## config.mk

```make
export PLATFORM = sky130hd
export DESIGN_NAME = credit_ram_shell
export DESIGN_NICKNAME = d
export VERILOG_FILES = /design/src/rtl/credit_ram_pkg.sv /design/src/rtl/lat_tag_pipe.sv /design/src/rtl/rsp_fifo.sv /design/src/rtl/credit_ctr.sv /design/src/rtl/credit_ram_shell.sv
export SDC_FILE = /design/constraint.sdc
export NUM_CORES = 1
export LEC_CHECK = 0
export BUFFER_PORTS_ARGS = -buffer_cell sky130_fd_sc_hd__buf_2
export CAP_MARGIN = 30
export CORE_UTILIZATION = 49
export CTS_CLUSTER_SIZE = 24
export DETAILED_ROUTE_END_ITERATION = 12
export GPL_ROUTABILITY_DRIVEN = 1
export PLACE_DENSITY = 0.74
export SLEW_MARGIN = 20
export SYNTH_ARGS = -nofsm -noshare
export SYNTH_HDL_FRONTEND = slang
export SYNTH_SLANG_ARGS = --single-unit
```

## constraint.sdc

```tcl
create_clock -name clk_i -period 2.05 [get_ports clk_i]
set_clock_uncertainty 0.2 [all_clocks]
set_input_delay 0 -clock clk_i [delete_from_list [all_inputs] [get_ports clk_i]]
set_output_delay 0 -clock clk_i [all_outputs]
set_load 0.02 [all_outputs]
```

## src/rtl/credit_ram_pkg.sv

```systemverilog
package credit_ram_pkg;
  localparam int unsigned DEF_ADDR_W = 8;
  localparam int unsigned DEF_DATA_W = 16;
  localparam int unsigned DEF_RD_LAT = 3;
  localparam int unsigned DEF_DEPTH  = 4;

  function automatic int unsigned cnt_bits(input int unsigned n);
    return $clog2(n + 1);
  endfunction

  function automatic int unsigned ptr_bits(input int unsigned n);
    return (n > 1) ? $clog2(n) : 1;
  endfunction
endpackage

```

## src/rtl/lat_tag_pipe.sv

```systemverilog
module lat_tag_pipe #(
  parameter int unsigned LAT = 3
) (
  input  logic           clk_i,
  input  logic           rst_ni,
  input  logic           tag_i,
  output logic           tag_o,
  output logic [LAT-1:0] stages_o
);
  logic [LAT-1:0] stg_q;

  for (genvar g = 0; g < LAT; g++) begin : g_stage
    if (g == 0) begin : g_head
      always_ff @(posedge clk_i or negedge rst_ni) begin
        if (!rst_ni) stg_q[g] <= 1'b0;
        else         stg_q[g] <= tag_i;
      end
    end else begin : g_body
      always_ff @(posedge clk_i or negedge rst_ni) begin
        if (!rst_ni) stg_q[g] <= 1'b0;
        else         stg_q[g] <= stg_q[g-1];
      end
    end
  end

  assign tag_o    = stg_q[LAT-1];
  assign stages_o = stg_q;
endmodule

```

## src/rtl/rsp_fifo.sv

```systemverilog
module rsp_fifo
  import credit_ram_pkg::*;
#(
  parameter int unsigned DEPTH  = 4,
  parameter int unsigned DATA_W = 16,
  localparam int unsigned PW = ptr_bits(DEPTH),
  localparam int unsigned CW = cnt_bits(DEPTH)
) (
  input  logic              clk_i,
  input  logic              rst_ni,
  input  logic              push_i,
  input  logic [DATA_W-1:0] wdata_i,
  input  logic              pop_i,
  output logic [DATA_W-1:0] rdata_o,
  output logic              valid_o,
  output logic [CW-1:0]     count_o
);
  logic [DATA_W-1:0] mem_q [DEPTH];
  logic [PW-1:0]     wr_q, rd_q;
  logic [CW-1:0]     cnt_q;
  logic              do_pop;

  function automatic logic [PW-1:0] bump(input logic [PW-1:0] p);
    return (p == PW'(DEPTH - 1)) ? '0 : p + 1'b1;
  endfunction

  assign do_pop = pop_i && (cnt_q != '0);

  for (genvar g = 0; g < DEPTH; g++) begin : g_slot
    always_ff @(posedge clk_i) begin
      if (push_i && (wr_q == PW'(g))) mem_q[g] <= wdata_i;
    end
  end

  always_ff @(posedge clk_i or negedge rst_ni) begin
    if (!rst_ni) begin
      wr_q  <= '0;
      rd_q  <= '0;
      cnt_q <= '0;
    end else begin
      if (push_i) wr_q <= bump(wr_q);
      if (do_pop) rd_q <= bump(rd_q);
      if (push_i && !do_pop)      cnt_q <= cnt_q + 1'b1;
      else if (!push_i && do_pop) cnt_q <= cnt_q - 1'b1;
    end
  end

  assign rdata_o = mem_q[rd_q];
  assign valid_o = (cnt_q != '0);
  assign count_o = cnt_q;
endmodule

```

## src/rtl/credit_ctr.sv

```systemverilog
module credit_ctr
  import credit_ram_pkg::*;
#(
  parameter int unsigned DEPTH = 4,
  localparam int unsigned CW = cnt_bits(DEPTH)
) (
  input  logic          clk_i,
  input  logic          rst_ni,
  input  logic          take_i,
  input  logic          give_i,
  output logic          avail_o,
  output logic [CW-1:0] count_o
);
  logic [CW-1:0] cred_q;

  always_ff @(posedge clk_i or negedge rst_ni) begin
    if (!rst_ni)               cred_q <= CW'(DEPTH);
    else if (take_i && !give_i) cred_q <= cred_q - 1'b1;
    else if (give_i && !take_i) cred_q <= cred_q + 1'b1;
  end

  assign avail_o = (cred_q != '0);
  assign count_o = cred_q;
endmodule

```

## src/rtl/credit_ram_shell.sv

```systemverilog
module credit_ram_shell
  import credit_ram_pkg::*;
#(
  parameter int unsigned ADDR_W     = DEF_ADDR_W,
  parameter int unsigned DATA_W     = DEF_DATA_W,
  parameter int unsigned RD_LAT     = DEF_RD_LAT,
  parameter int unsigned FIFO_DEPTH = DEF_DEPTH
) (
  input  logic              clk_i,
  input  logic              rst_ni,
  input  logic              req_valid_i,
  input  logic [ADDR_W-1:0] req_addr_i,
  output logic              req_ready_o,
  output logic              rsp_valid_o,
  input  logic              rsp_ready_i,
  output logic [DATA_W-1:0] rsp_data_o,
  output logic              ram_re_o,
  output logic [ADDR_W-1:0] ram_addr_o,
  input  logic [DATA_W-1:0] ram_rdata_i
);
  localparam int unsigned CRED_W = cnt_bits(FIFO_DEPTH);

  logic              req_fire, rsp_pop, cred_avail, land;
  logic [CRED_W-1:0] credit_cnt, fifo_cnt;
  logic [RD_LAT-1:0] pend_stages;

  assign rsp_pop     = rsp_valid_o && rsp_ready_i;
  // a same-cycle dequeue frees the slot this request reserves
  assign req_ready_o = cred_avail || rsp_pop;
  assign req_fire    = req_valid_i && req_ready_o;
  assign ram_re_o    = req_fire;
  assign ram_addr_o  = req_addr_i;

  credit_ctr #(.DEPTH(FIFO_DEPTH)) credit_i (
    .clk_i, .rst_ni,
    .take_i (req_fire),
    .give_i (rsp_pop),
    .avail_o(cred_avail),
    .count_o(credit_cnt)
  );

  lat_tag_pipe #(.LAT(RD_LAT)) tag_i (
    .clk_i, .rst_ni,
    .tag_i   (req_fire),
    .tag_o   (land),
    .stages_o(pend_stages)
  );

  rsp_fifo #(.DEPTH(FIFO_DEPTH), .DATA_W(DATA_W)) fifo_i (
    .clk_i, .rst_ni,
    .push_i (land),
    .wdata_i(ram_rdata_i),
    .pop_i  (rsp_pop),
    .rdata_o(rsp_data_o),
    .valid_o(rsp_valid_o),
    .count_o(fifo_cnt)
  );
endmodule

```

Word-level counts from Yosys, hierarchy flattened
Memory sizes are Yosys's and may differ from the RTL's.
Cells that the tools add are included.
{"block": "totals", "ff_bits": 13, "wordCells": 65, "input_bits": 28, "mem_count": 1, "ramBits": 64}
{"block": "op_classes", "n_addsub": 6, "n_eq_ne": 4, "n_reduce_logical": 24, "mux": 23}
{"memory": "fifo_i.mem_q", "depth": 4, "width": 16, "read_ports": 1, "rd_clocked_by_memory_dff": 0, "write_ports": 1, "line": "rsp_fifo.sv:18", "rtl": "logic [DATA_W-1:0] mem_q [DEPTH];"}
{"cell": "$mux W16", "n": 3}
{"cell": "$reduce_or A16 Y1", "n": 3}
{"cell": "$mux W3", "n": 4}
{"cell": "$logic_and A1 B1 Y1", "n": 11}
{"cell": "$mux W1", "n": 11}
{"cell": "$mux W2", "n": 5}
{"cell": "$add A3 B1 Y3 const B", "n": 2}
{"cell": "$eq A2 B2 Y1 const B", "n": 3}
{"cell": "$reduce_bool A3 Y1", "n": 2}
{"cell": "$sub A3 B1 Y3 const B", "n": 2}
{"cell": "$add A2 B1 Y2 const B", "n": 2}
{"cell": "$logic_not A1 Y1", "n": 4}
{"cell": "$reduce_bool A2 Y1", "n": 2}
{"cell": "$eq A2 B1 Y1 const B", "n": 1}
{"cell": "$logic_not A2 Y1", "n": 1}
{"cell": "$logic_or A1 B1 Y1", "n": 1}

Depth between registers and ports, before layout
Gate-level depths: netlist of run 1.
{"block": "depth", "word_depth": 8, "depth_mapped": 8, "depth_no_buf": 8}

Cells and area by module
Synthesis of run 1 repeated with hierarchy kept, for this count alone.
{"block": "unflattened", "hier_cells": 147, "area_unflattened_um2": 3090.5}
{"module": "rsp_fifo", "n_inst": 1, "area_per_inst_um2": 2766.4, "seq_area_each_um2": 2097.0, "cells_per_inst": 120}
{"module": "credit_ctr", "n_inst": 1, "area_per_inst_um2": 160.2, "seq_area_each_um2": 76.3, "cells_per_inst": 12}
{"module": "lat_tag_pipe", "n_inst": 1, "area_per_inst_um2": 82.6, "seq_area_each_um2": 75.1, "cells_per_inst": 4}
{"module": "credit_ram_shell", "n_inst": 1, "area_per_inst_um2": 81.3, "seq_area_each_um2": 0.0, "cells_per_inst": 11}

Worst setup path before layout of run 1
No wires, ideal clock.
{"block": "synth_timing", "path_type": "register to register", "startpoint": "reg fifo_i.cnt_q[0] (netlist: fifo_i.count_o[0])", "endpoint": "reg credit_i.cred_q[2] (netlist: credit_i.count_o[2])", "setup_time_ns": 0.075, "n_path_buf": 0, "stages_incl_launch_ff": 9, "path_slack_ns": -0.519, "arrival_time_ns": 2.294, "period_less_slack_ns": 2.569, "required_ns": 1.775, "path_cell_list": "dfrtp_1 o31ai_4 nand2_1 and2_1 ha_1 fa_1 xnor2_1 nor2_1 xor2_1"}
{"block": "synth_via", "elab_chain_cells": 7}
{"element": "start, declared", "line": "rsp_fifo.sv:20", "rtl": "logic [CW-1:0] cnt_q;"}
{"element": "start signal, assigned", "line": "rsp_fifo.sv:43", "rtl": "if (push_i && !do_pop) cnt_q <= cnt_q + 1'b1;"}
{"element": "start signal, assigned", "line": "rsp_fifo.sv:44", "rtl": "else if (!push_i && do_pop) cnt_q <= cnt_q - 1'b1;"}
{"element": "$reduce_bool A3 Y1 *", "line": "rsp_fifo.sv:49", "rtl": "assign valid_o = (cnt_q != '0);"}
{"element": "$logic_and A1 B1 Y1 *", "line": "credit_ram_shell.sv:27", "rtl": "assign rsp_pop = rsp_valid_o && rsp_ready_i;"}
{"element": "$logic_or A1 B1 Y1 *", "line": "credit_ram_shell.sv:29", "rtl": "assign req_ready_o = cred_avail || rsp_pop;"}
{"element": "via req_ready_o", "line": "credit_ram_shell.sv:13", "rtl": "output logic req_ready_o,"}
{"element": "$logic_and A1 B1 Y1 *", "line": "credit_ram_shell.sv:30", "rtl": "assign req_fire = req_valid_i && req_ready_o;"}
{"element": "via ram_re_o", "line": "credit_ram_shell.sv:17", "rtl": "output logic ram_re_o,"}
{"element": "$logic_not A1 Y1", "line": "credit_ctr.sv:19", "rtl": "else if (give_i && !take_i) cred_q <= cred_q + 1'b1;"}
{"element": "$logic_and A1 B1 Y1", "line": "credit_ctr.sv:19"}
{"element": "$reduce_bool A2 Y1 (no line)"}
{"element": "end signal, assigned", "line": "credit_ctr.sv:17", "rtl": "if (!rst_ni) cred_q <= CW'(DEPTH);"}
{"element": "end signal, assigned", "line": "credit_ctr.sv:18", "rtl": "else if (take_i && !give_i) cred_q <= cred_q - 1'b1;"}
{"element": "end signal, assigned", "line": "credit_ctr.sv:19"}
{"element": "end, declared", "line": "credit_ctr.sv:14", "rtl": "logic [CW-1:0] cred_q;"}
Mark *: on every way through the listed nets, which the timed path passes. The rest lies on a longest branch.
A chain may end at the register's enable or synchronous reset.

Worst setup path in the final report of run 1
{"block": "layout_timing", "startpoint": "reg fifo_i.cnt_q[2] (netlist: fifo_i.count_o[2])", "endpoint": "reg credit_i.cred_q[1] (netlist: credit_i.count_o[1])"}
{"block": "layout_via", "elab_chain_cells": 7}
{"element": "$reduce_bool A3 Y1 *", "line": "rsp_fifo.sv:49"}
{"element": "$logic_and A1 B1 Y1 *", "line": "credit_ram_shell.sv:27"}
{"element": "$logic_or A1 B1 Y1", "line": "credit_ram_shell.sv:29"}
{"element": "$logic_and A1 B1 Y1", "line": "credit_ram_shell.sv:30"}
{"element": "$logic_not A1 Y1", "line": "credit_ctr.sv:19"}
{"element": "$logic_and A1 B1 Y1", "line": "credit_ctr.sv:19"}
{"element": "$reduce_bool A2 Y1 (no line)"}
Mark *: on every way between the ends. The rest lies on a longest branch, timed or not.

==> impl_summary.log, run 1 <==
[metrics] instance area at placement: 3418 µm²
[metrics] Async SR Flop Fraction: 16.88%
[metrics] critical path required time: 2070 ps
[metrics] TritonCTS clock tree: done
[metrics] PwrDens: 1359 nW/µm²
[metrics] number of primary I/O pins: 55
[metrics] worst skew pair latency: 340 ps
[metrics] area of the mapped netlist: 3075 µm²
[metrics] number of maximum-capacitance constraint violations: 0
[metrics] Worst setup EP type: register
[metrics] Synth Flop Type: edfxtp_1
[metrics] average cell area after synthesis: 21.36 µm²
[metrics] RSZ-0062 raised after global routing: true
[metrics] Layout Cell Area excl Fill: 3990 µm²
[metrics] class of the worst hold path: register to register
[metrics] worst-path cell with the longest stage delay: dfrtp_1
[metrics] Die W: 81.23 µm
[metrics] initial antenna violation count: 0
[metrics] total clock buffers created by CTS: 9
[metrics] net total in the final layout: 273
[metrics] largest stage delay on the critical path: 410 ps
[metrics] synthesis-to-finish area growth: 29.74%
[metrics] worst setup path class: register to register
[metrics] number of flops mapped to enable cells by yosys: 64
[metrics] final clock period utilization by the worst path: 104.2%
[metrics] element type at the critical path start: register
[metrics] post-synthesis instance total: 144
[metrics] total setup violations reported at the end of the flow: 2
[metrics] detailed-router iteration count before antenna repair: 4
[metrics] grt ovf: 0
[metrics] CTS H-Tree Depth: 3
[metrics] global placement routability congestion: 0.6536
[metrics] reg2reg start: fifo_i.count_o[2]
[metrics] Max Clock Freq: 468.0 MHz
[metrics] number of buffers on the longest clock path: 2
[metrics] most common cell in the netlist: edfxtp_1
[metrics] run status: complete, but fails checks
[metrics] transition time of the tightest slew-check pin: 578.8 ps
[metrics] # rows: 28
[metrics] data arrival time at the worst-slack endpoint: 2160 ps
[metrics] number of synthesis warnings: 0
[metrics] smallest hold slack: 153.1 ps
[metrics] number of clock sinks: 77
[metrics] wire length of the first global-routing pass: 8.431 mm
[metrics] drt total wl: 5.514 mm
[metrics] initial core utilization: 51.34%
[metrics] Worst IR Drop VDD: 0.8749 mV
[metrics] shortest clock period the worst path allows after layout: 2137 ps
[metrics] placeable core region: 5991 µm²
[metrics] buffers added on ports: 38
[metrics] via count of the first global-routing pass: 1712
[metrics] distinct cell type count of the synthesized netlist: 23
[metrics] worst-path fanout max: 3
[metrics] post-route ant nets: 0
[metrics] #FFs+latches synth: 77
[metrics] number of pins exceeding their max-slew limit in the final report: 0
[metrics] Min-Delay Startpoint: tag_i.stages_o[1]
[metrics] initial DRC count: 85
[metrics] post-CTS clock slew at the launch and capture registers of the worst setup and hold paths: 70 ps
[metrics] HPWL after detailed placement: 3.590 mm
[metrics] Final Worst Setup Slack: -86.95 ps
[metrics] via count of the routed design: 1625
[metrics] part of the Yosys area used for sequential elements: 73.11%
[metrics] fraction of layout cells with a size suffix above 1: 40.25%
[metrics] Diodes inserted: 0
[metrics] main area contributors after synthesis: edfxtp_1 (62%), dfrtp_1 (9.8%), mux4_1 (6.8%)
[metrics] detailed-route wire length per cell: 17.45 µm
[metrics] Residual DRC: 0
[metrics] GRT Total Usage: 18.86%
[metrics] largest net degree at the start of global routing: 17
[metrics] Hold Fails Final Rpt: 0
[metrics] die area: 6598 µm²
[metrics] worst rel slew slack: 61.29%
[metrics] startpoint of the most critical setup path: fifo_i.count_o[2]
[metrics] cell type with the largest total area after synthesis: edfxtp_1
[metrics] area share of the leading cell type in the synthesized netlist: 62.49%
[metrics] Clock Root Buffer: clkbuf_8
[metrics] critical path, cell by cell: o31ai_4 > nand2_2 > and2_4 > ha_4 > fa_2 > mux2_4
[metrics] vias per std cell: 5.142
[metrics] synthesized netlist net count: 181
[metrics] violated checks: negative setup slack
[metrics] cell leakage power: 1.535 nW
[metrics] Die Height: 81.23 µm
[metrics] most common library cells after synthesis: edfxtp_1 (64), dfrtp_1 (12), buf_4 (8), mux4_1 (8), mux4_2 (8)
## metal layers
layer  track usage (%)  vias to the layer above  wire length (µm)
met5                 0                        -                 0
met4             11.43                        0               111
met3             4.831                       12               178
met2             33.36                       45              3072
met1             20.14                      824              2152
li1                  -                      744                 -
## stage by stage
step / setup slack, ps / cells / power [mW] / utilization [%] / setup TNS [ps]
floorplan: -241.5 / 144 / 3.544 / - / -470.6
CTS: -90.74 / 313 / 5.428 / 65.94 / -204.1
finish: -86.95 / 316 / 5.423 / 66.60 / -167.8
global placement: -37.35 / 265 / 4.040 / 57.06 / -49.70
global route: -182.0 / 316 / 5.719 / 66.60 / -457.8
detailed placement: -103.5 / 265 / 4.170 / 57.06 / -251.8
## kinds of logic (layout without fill, tap and decap cells)
kind of cell,count (synthesis),in the layout,share of synthesized area [%]
XOR/XNOR,6,6,1.709
AO/OA/AOI/OAI,4,4,1.302
adder cells (fa/ha/maj),9,9,4.150
flip-flops,77,77,73.11
buffers and inverters,15,112,3.662
AND/OR/NAND/NOR,14,14,2.278
multiplexers,19,19,13.79
## layout make-up
| cell class | instances | area, µm² |
|---|---|---|
| Clock buffer | 9 | 123.9 |
| Timing Repair Buffer | 93 | 689.4 |
| Inverter | 3 | 11.26 |
| Fill cell | 404 | 2001 |
| Tap cell | 75 | 93.84 |
| Multi-Input combinational cell | 52 | 743.2 |
| Clock inverter | 7 | 80.08 |
| Sequential cell | 77 | 2248 |
## worst paths after layout
| path | slack, ps | depth (start not counted) | endpoint |
|---|---|---|---|
| max | -90 | 6 | credit_i.count_o[1] |
| max in group asynchronous | 180 | 4 | fifo_i.wr_q[1] |
| min reg2reg | 150 | 0 | tag_i.tag_o |
| max reg2reg | -90 | 6 | credit_i.count_o[1] |
| min | 150 | 0 | tag_i.tag_o |
| min in group asynchronous | 470 | 3 | credit_i.count_o[2] |
## critical path: cells and delay by family, from the launching register on
family | cells | cell delay [ps]
adder cells (fa/ha/maj) | 2 | 570
flip-flops | 1 | 410
AO/OA/AOI/OAI | 1 | 310
multiplexers | 1 | 270
AND/OR/NAND/NOR | 2 | 250
## cells in the final DEF (no fill, tap or decap)
cell           instances
a21o_2                 1
and2_1                 4
and2_4                 1
buf_2                 37
buf_4                 24
buf_6                  3
bufinv_16              2
clkbuf_8               9
clkinv_1               4
clkinv_2               1
dfrtp_1               12
dfstp_2                1
dlygate4sd3_1         29
edfxtp_1              64
fa_2                   2
ha_1                   5
ha_2                   1
ha_4                   1
inv_1                  2
inv_2                  1
mux2_2                 2
mux2_4                 1
mux4_1                 8
mux4_2                 8
nand2_1                2
nand2_2                1
nor2_1                 3
nor3_1                 2
o21ai_0                2
o31ai_4                1
or3_1                  1
xnor2_1                3
xor2_1                 3
## power by group
part | switching, mW | leakage, nW | internal [mW]
logic | 1.05 | 0.692 | 0.974
clock network | 0.491 | 0.103 | 0.667
registers | 0.148 | 0.740 | 2.09
## flip-flops by register name, summed over array words and instances (netlist names)
name / cells
fifo_i.wr_q: 2
credit_i.count_o: 3
fifo_i.rd_q: 2
tag_i.tag_o: 1
tag_i.stages_o: 2
fifo_i.mem_q: 64
fifo_i.count_o: 3
## timing repair
item / 4_1_cts / 5_1_grt
pin swaps: 6 / 3
endpoints found under the hold margin: 91 / 0
resized for setup: 4 / 5
setup endpoints to repair: 3 / 5
hold buffers: 29 / 0
setup buffers: 3 / 3
No activity file was read; power rests on OpenSTA's default activity.
==> inputs of run 2 (changes only) <==
Settings changed: CORE_MARGIN set to 2.
==> run 2 against run 1 <==
The run still ends with negative setup slack left. Fmax is 0.12% higher. Sequential cell count stayed put. Count of clock-buffer cells in the layout did not move. Register-to-register slack about the same. Via count is 0.25% lower. Sequential power barely moved. Global-route usage fell by 2.6 points. Non-clock buffer count rose by 1. Clock power about the same. Total power decreased by 1.1%.
==> impl_summary.log, run 2 (synthesis results as in run 1) <==
[metrics] run status: complete, but fails checks
[metrics] violated checks: negative setup slack
[metrics] element type at the critical path start: register
[metrics] die area: 6926 µm²
[metrics] largest stage delay on the critical path: 410 ps
[metrics] Max Clock Freq: 468.5 MHz
[metrics] post-CTS clock slew at the launch and capture registers of the worst setup and hold paths: 80 ps
[metrics] Hold Fails Final Rpt: 0
[metrics] worst skew pair latency: 340 ps
[metrics] GRT Total Usage: 16.22%
[metrics] fraction of layout cells with a size suffix above 1: 40.50%
[metrics] switching share of power: 32.26%
[metrics] cell leakage power: 1.535 nW
[metrics] worst-path cell with the longest stage delay: dfrtp_1
[metrics] Diodes inserted: 0
[metrics] Die Height: 83.23 µm
[metrics] initial core utilization: 51.34%
[metrics] number of clock sinks: 77
[metrics] drt total wl: 5.266 mm
[metrics] grt ovf: 0
[metrics] via count of the routed design: 1621
[metrics] worst setup path class: register to register
[metrics] register with the most flip-flops: fifo_i.mem_q
[metrics] # rows: 28
[metrics] critical path required time: 2130 ps
[metrics] shortest clock period the worst path allows after layout: 2134 ps
[metrics] number of flip-flops in the largest register: 64
[metrics] detailed-route wire length per cell: 16.61 µm
[metrics] final clock period utilization by the worst path: 104.1%
[metrics] data arrival time at the worst-slack endpoint: 2210 ps
[metrics] detailed-router iteration count before antenna repair: 6
[metrics] Die W: 83.23 µm
[metrics] leading cell types in the layout, fill and taps excluded: edfxtp_1 (64), buf_2 (37), dlygate4sd3_1 (30)
[metrics] Internal: 3.633 mW
[metrics] placeable core region: 5991 µm²
[metrics] total setup violations reported at the end of the flow: 4
[metrics] Final Worst Setup Slack: -84.30 ps
[metrics] class of the worst hold path: register to register
[metrics] smallest hold slack: 154.8 ps
[metrics] via count of the first global-routing pass: 1719
[metrics] number of pins exceeding their max-slew limit in the final report: 0
[metrics] critical path, cell by cell: o31ai_4 > nand2_2 > and2_4 > ha_4 > fa_2 > xnor2_1 > nor2_1 > xor2_1
[metrics] number of primary I/O pins: 55
[metrics] part of the total power dissipated in combinational logic: 37.0%
[metrics] net total in the final layout: 274
[metrics] total clock buffers created by CTS: 9
[metrics] TritonCTS clock tree: done
[metrics] Residual DRC: 0
[metrics] number of buffers on the longest clock path: 2
[metrics] initial DRC count: 59
[metrics] global placement routability congestion: 0.7547
[metrics] worst-path fanout max: 4
[metrics] Flop pwr share: 41.9%
[metrics] overall power: 5.363 mW
[metrics] CTS H-Tree Depth: 3
[metrics] RSZ-0062 raised after global routing: true
[metrics] transition time of the tightest slew-check pin: 546.8 ps
[metrics] Worst IR Drop VDD: 0.8036 mV
[metrics] Clock Root Buffer: clkbuf_8
[metrics] HPWL after detailed placement: 3.457 mm
[metrics] largest net degree at the start of global routing: 17
[metrics] switching component of the power: 1.730 mW
[metrics] number of maximum-capacitance constraint violations: 0
[metrics] worst rel slew slack: 63.42%
[metrics] wire length of the first global-routing pass: 8.383 mm
[metrics] most common library cell in the layout ignoring fill and taps: edfxtp_1
[metrics] part of the total power dissipated in the clock network: 21.1%
[metrics] buffers added on ports: 38
[metrics] Worst setup EP type: register
[metrics] initial antenna violation count: 0
[metrics] PwrDens: 1343 nW/µm²
[metrics] synthesis-to-finish area growth: 29.82%
[metrics] vias per std cell: 5.114
[metrics] post-route ant nets: 0
[run 2: metal layers]
| metal | wire length [µm] | global-route usage (%) | up-vias |
|---|---|---|---|
| met3 | 276 | 5.765 | 9 |
| met2 | 2783 | 28.45 | 62 |
| met4 | 70 | 5.663 | 0 |
| li1 | - | - | 746 |
| met5 | 0 | 0 | - |
| met1 | 2135 | 18.35 | 804 |
[run 2: what timing repair did]
action | 4_1_cts | 5_1_grt
pin swaps | 4 | 1
buffers inserted | 6 | 4
hold buffers | 30 | 0
setup endpoints to repair | 3 | 6
hold endpoints to repair | 89 | 0
resized for setup | 4 | 1
[run 2: worst max-delay path, delay by kind of cell (launching register included)]
family | cells | cell delay [ps]
fa+ha+maj | 2 | 490
xor+xnor | 2 | 270
simple gates | 3 | 360
compound gates | 1 | 330
flops | 1 | 410
[run 2: layout make-up]
type,count,area [µm²]
Clock buffer,9,123.9
Clock inverter,7,81.33
Fill cell,391,1998
Inverter,3,11.26
Multi-Input combinational cell,52,738.2
Sequential cell,77,2248
Tap cell,75,93.84
Timing Repair Buffer,94,695.7
[run 2: power by group through the flow]
stage	sequential, mW	combinational, mW	clock [mW]
2_1_floorplan	2.25	1.29	0
3_3_place_gp	2.25	1.76	0
3_5_place_dp	2.28	1.84	0
4_1_cts	2.25	1.98	1.16
5_1_grt	2.28	2.14	1.22
6_report	2.25	1.98	1.13
[run 2: worst paths after layout]
kind / slack, ps / to / startpoint / depth (start not counted)
min in group asynchronous: 460 / credit_i.count_o[2] / rst_ni / 3
max: -80 / credit_i.count_o[2] / fifo_i.count_o[2] / 8
min: 150 / tag_i.tag_o / tag_i.stages_o[1] / 0
max reg2reg: -80 / credit_i.count_o[2] / fifo_i.count_o[2] / 8
min reg2reg: 150 / tag_i.tag_o / tag_i.stages_o[1] / 0
max in group asynchronous: 230 / fifo_i.count_o[1] / rst_ni / 4
[run 2: stage by stage]
| stage | area, µm² | std cells | setup slack, ps | setup TNS, ps | utilization [%] |
|---|---|---|---|---|---|
| floorplan | 3085 | 144 | -241.5 | -470.6 | - |
| global placement | 3396 | 262 | -61.91 | -97.55 | 56.68 |
| detailed placement | 3396 | 262 | -138.0 | -277.2 | 56.68 |
| CTS | 3966 | 314 | -107.3 | -305.4 | 66.21 |
| global route | 3993 | 317 | -169.0 | -560.3 | 66.65 |
| finish | 3993 | 317 | -84.30 | -275.5 | 66.65 |
==> inputs of run 3 (changes only) <==
Clock period 2.05 ns to 1.8 ns, I/O delays scaled along.
==> run 3 against run 2 <==
The run ends with negative hold slack, negative setup slack left. Wire length is 3.2% higher. Non-clock buffer count decreased by 1. Combinational power increased by 38%. Fmax decreased by 2.7%. Global-route usage up 0.76 points. Largest power group is now combinational cells. Sequential power is 13% higher. Largest cell class unchanged.
==> impl_summary.log, run 3 (synthesis results as in run 1) <==
[metrics] Flop pwr share: 38.2%
[metrics] # rows: 28
[metrics] post-route ant nets: 0
[metrics] vias per std cell: 5.098
[metrics] post-route setup TNS: -1333 ps
[metrics] Residual DRC: 0
[metrics] buffers added on ports: 38
[metrics] synthesis-to-finish area growth: 32.75%
[metrics] class of the worst hold path: input port to register
[metrics] worst skew pair latency: 330 ps
[metrics] part of the total power dissipated in combinational logic: 41.2%
[metrics] total clock buffers created by CTS: 9
[metrics] grt ovf: 0
[metrics] initial antenna violation count: 0
[metrics] RSZ-0062 raised after global routing: true
[metrics] number of buffers on the longest clock path: 2
[metrics] Max Clock Freq: 455.8 MHz
[metrics] smallest hold slack: -34.32 ps
[metrics] detailed-route wire length per cell: 17.19 µm
[metrics] number of flip-flops in the largest register: 64
[metrics] number of maximum-capacitance constraint violations: 0
[metrics] critical path required time: 1850 ps
[metrics] via count of the first global-routing pass: 1783
[metrics] detailed-router iteration count before antenna repair: 4
[metrics] number of clock sinks: 77
[metrics] dpl cells: 267
[metrics] leading cell types in the layout, fill and taps excluded: edfxtp_1 (64), dlygate4sd3_1 (28), buf_4 (23)
[metrics] cell leakage power: 1.543 nW
[metrics] final cell count without fillers: 316
[metrics] data arrival time at the worst-slack endpoint: 2240 ps
[metrics] PwrDens: 1630 nW/µm²
[metrics] HPWL after detailed placement: 3.582 mm
[metrics] worst setup path class: register to register
[metrics] Worst IR Drop VDD: 0.7619 mV
[metrics] switching component of the power: 2.029 mW
[metrics] violated checks: negative hold slack, negative setup slack
[metrics] via count of the routed design: 1611
[metrics] global placement routability congestion: 0.6779
[metrics] register with the most flip-flops: fifo_i.mem_q
[metrics] worst rel slew slack: 63.29%
[metrics] shortest clock period the worst path allows after layout: 2194 ps
[metrics] total setup violations reported at the end of the flow: 10
[metrics] most common library cell in the layout ignoring fill and taps: edfxtp_1
[metrics] post-CTS clock slew at the launch and capture registers of the worst setup and hold paths: 70 ps
[metrics] largest net degree at the start of global routing: 17
[metrics] die area: 6926 µm²
[metrics] WL met3: 272 µm
[metrics] routed metal-1 wirelength: 2.067 mm
[metrics] count of filler cells inserted in the layout: 404
[metrics] switching share of power: 30.50%
[metrics] Die W: 83.23 µm
[metrics] initial DRC count: 121
[metrics] WL met2: 3.006 mm
[metrics] Hold Fails Final Rpt: 1
[metrics] CTS hold repair buffers: 28
[metrics] GRT Total Usage: 16.98%
[metrics] part of the total power dissipated in the clock network: 20.6%
[metrics] number of primary I/O pins: 55
[metrics] Die Height: 83.23 µm
[metrics] wire length of the first global-routing pass: 8.769 mm
[metrics] run status: complete, but fails checks
[metrics] initial core utilization: 51.34%
[metrics] Diodes inserted: 0
[metrics] fraction of layout cells with a size suffix above 1: 45.64%
[metrics] drt total wl: 5.433 mm
[metrics] CTS H-Tree Depth: 3
[metrics] uppermost layer routed: met4
[metrics] number of pins exceeding their max-slew limit in the final report: 0
[metrics] placeable core region: 5991 µm²
[metrics] TritonCTS clock tree: done
[metrics] Worst setup EP type: register
[metrics] Clock Root Buffer: clkbuf_8
[metrics] net total in the final layout: 273
[metrics] Internal: 4.624 mW
[metrics] element type at the critical path start: register
[metrics] transition time of the tightest slew-check pin: 548.8 ps
[metrics] Final Worst Setup Slack: -393.9 ps
[metrics] final clock period utilization by the worst path: 121.9%
[metrics] worst-path fanout max: 3
-- run 3: timing repair --
item	4_1_cts	5_1_grt
buffers inserted	2	2
pin swaps	5	2
endpoints found under the hold margin	88	1
cloned	1	0
resized for setup	46	6
endpoints found under the setup margin	37	27
-- run 3: path summary, 6_finish.rpt --
check | start | to | slack (ps) | cells past startpoint
setup / recovery | fifo_i.count_o[0] | credit_i.count_o[2] | -390 | 8
hold / removal | rsp_ready_i | fifo_i.count_o[0] | -30 | 4
setup reg to reg | fifo_i.count_o[0] | credit_i.count_o[2] | -390 | 8
hold reg to reg | tag_i.stages_o[1] | tag_i.tag_o | 150 | 0
max in group asynchronous | rst_ni | tag_i.stages_o[1] | 500 | 3
min in group asynchronous | rst_ni | credit_i.count_o[2] | 530 | 3
-- run 3: area by class of cell --
type | count | area (µm²) | area share, %
well taps | 75 | 93.84 | 2.298
multi-input cells | 52 | 711.9 | 17.44
clock buffers | 10 | 127.6 | 3.126
inverters | 3 | 11.26 | 0.2758
clock inverters | 6 | 86.33 | 2.115
flip-flops and latches | 77 | 2248 | 55.07
repair buffers | 93 | 803.3 | 19.68
-- run 3: power by group through the flow --
stage,Clock (mW),Sequential (mW),Combinational (mW)
global route,1.48,2.58,2.94
global placement,0,2.54,2.11
finish,1.37,2.54,2.74
detailed placement,0,2.58,2.23
CTS,1.39,2.55,2.72
floorplan,0,2.56,1.47
-- run 3: stage by stage --
step / setup WS (ps) / area [µm²] / power, mW / util (%)
2_1_floorplan: -491.5 / 3085 / 4.036 / -
3_3_place_gp: -320.0 / 3446 / 4.649 / 57.52
3_5_place_dp: -424.1 / 3446 / 4.810 / 57.52
4_1_cts: -405.8 / 4055 / 6.671 / 67.69
5_1_grt: -469.1 / 4083 / 6.999 / 68.15
6_report: -393.9 / 4083 / 6.653 / 68.15
-- run 3: critical path: stages (launching register included) --
cell and delay, ps:
dfrtp_1 410, o31ai_4 330, nand2_2 90, and2_4 160, ha_4 160, fa_2 350, xnor2_1 120, nor2_1 120
xor2_1 180
-- run 3: layer usage --
layer | track usage [%] | up-vias
met5 | 0 | -
met4 | 8.644 | 0
met3 | 3.678 | 7
met2 | 29.91 | 48
met1 | 19.46 | 818
li1 | - | 738
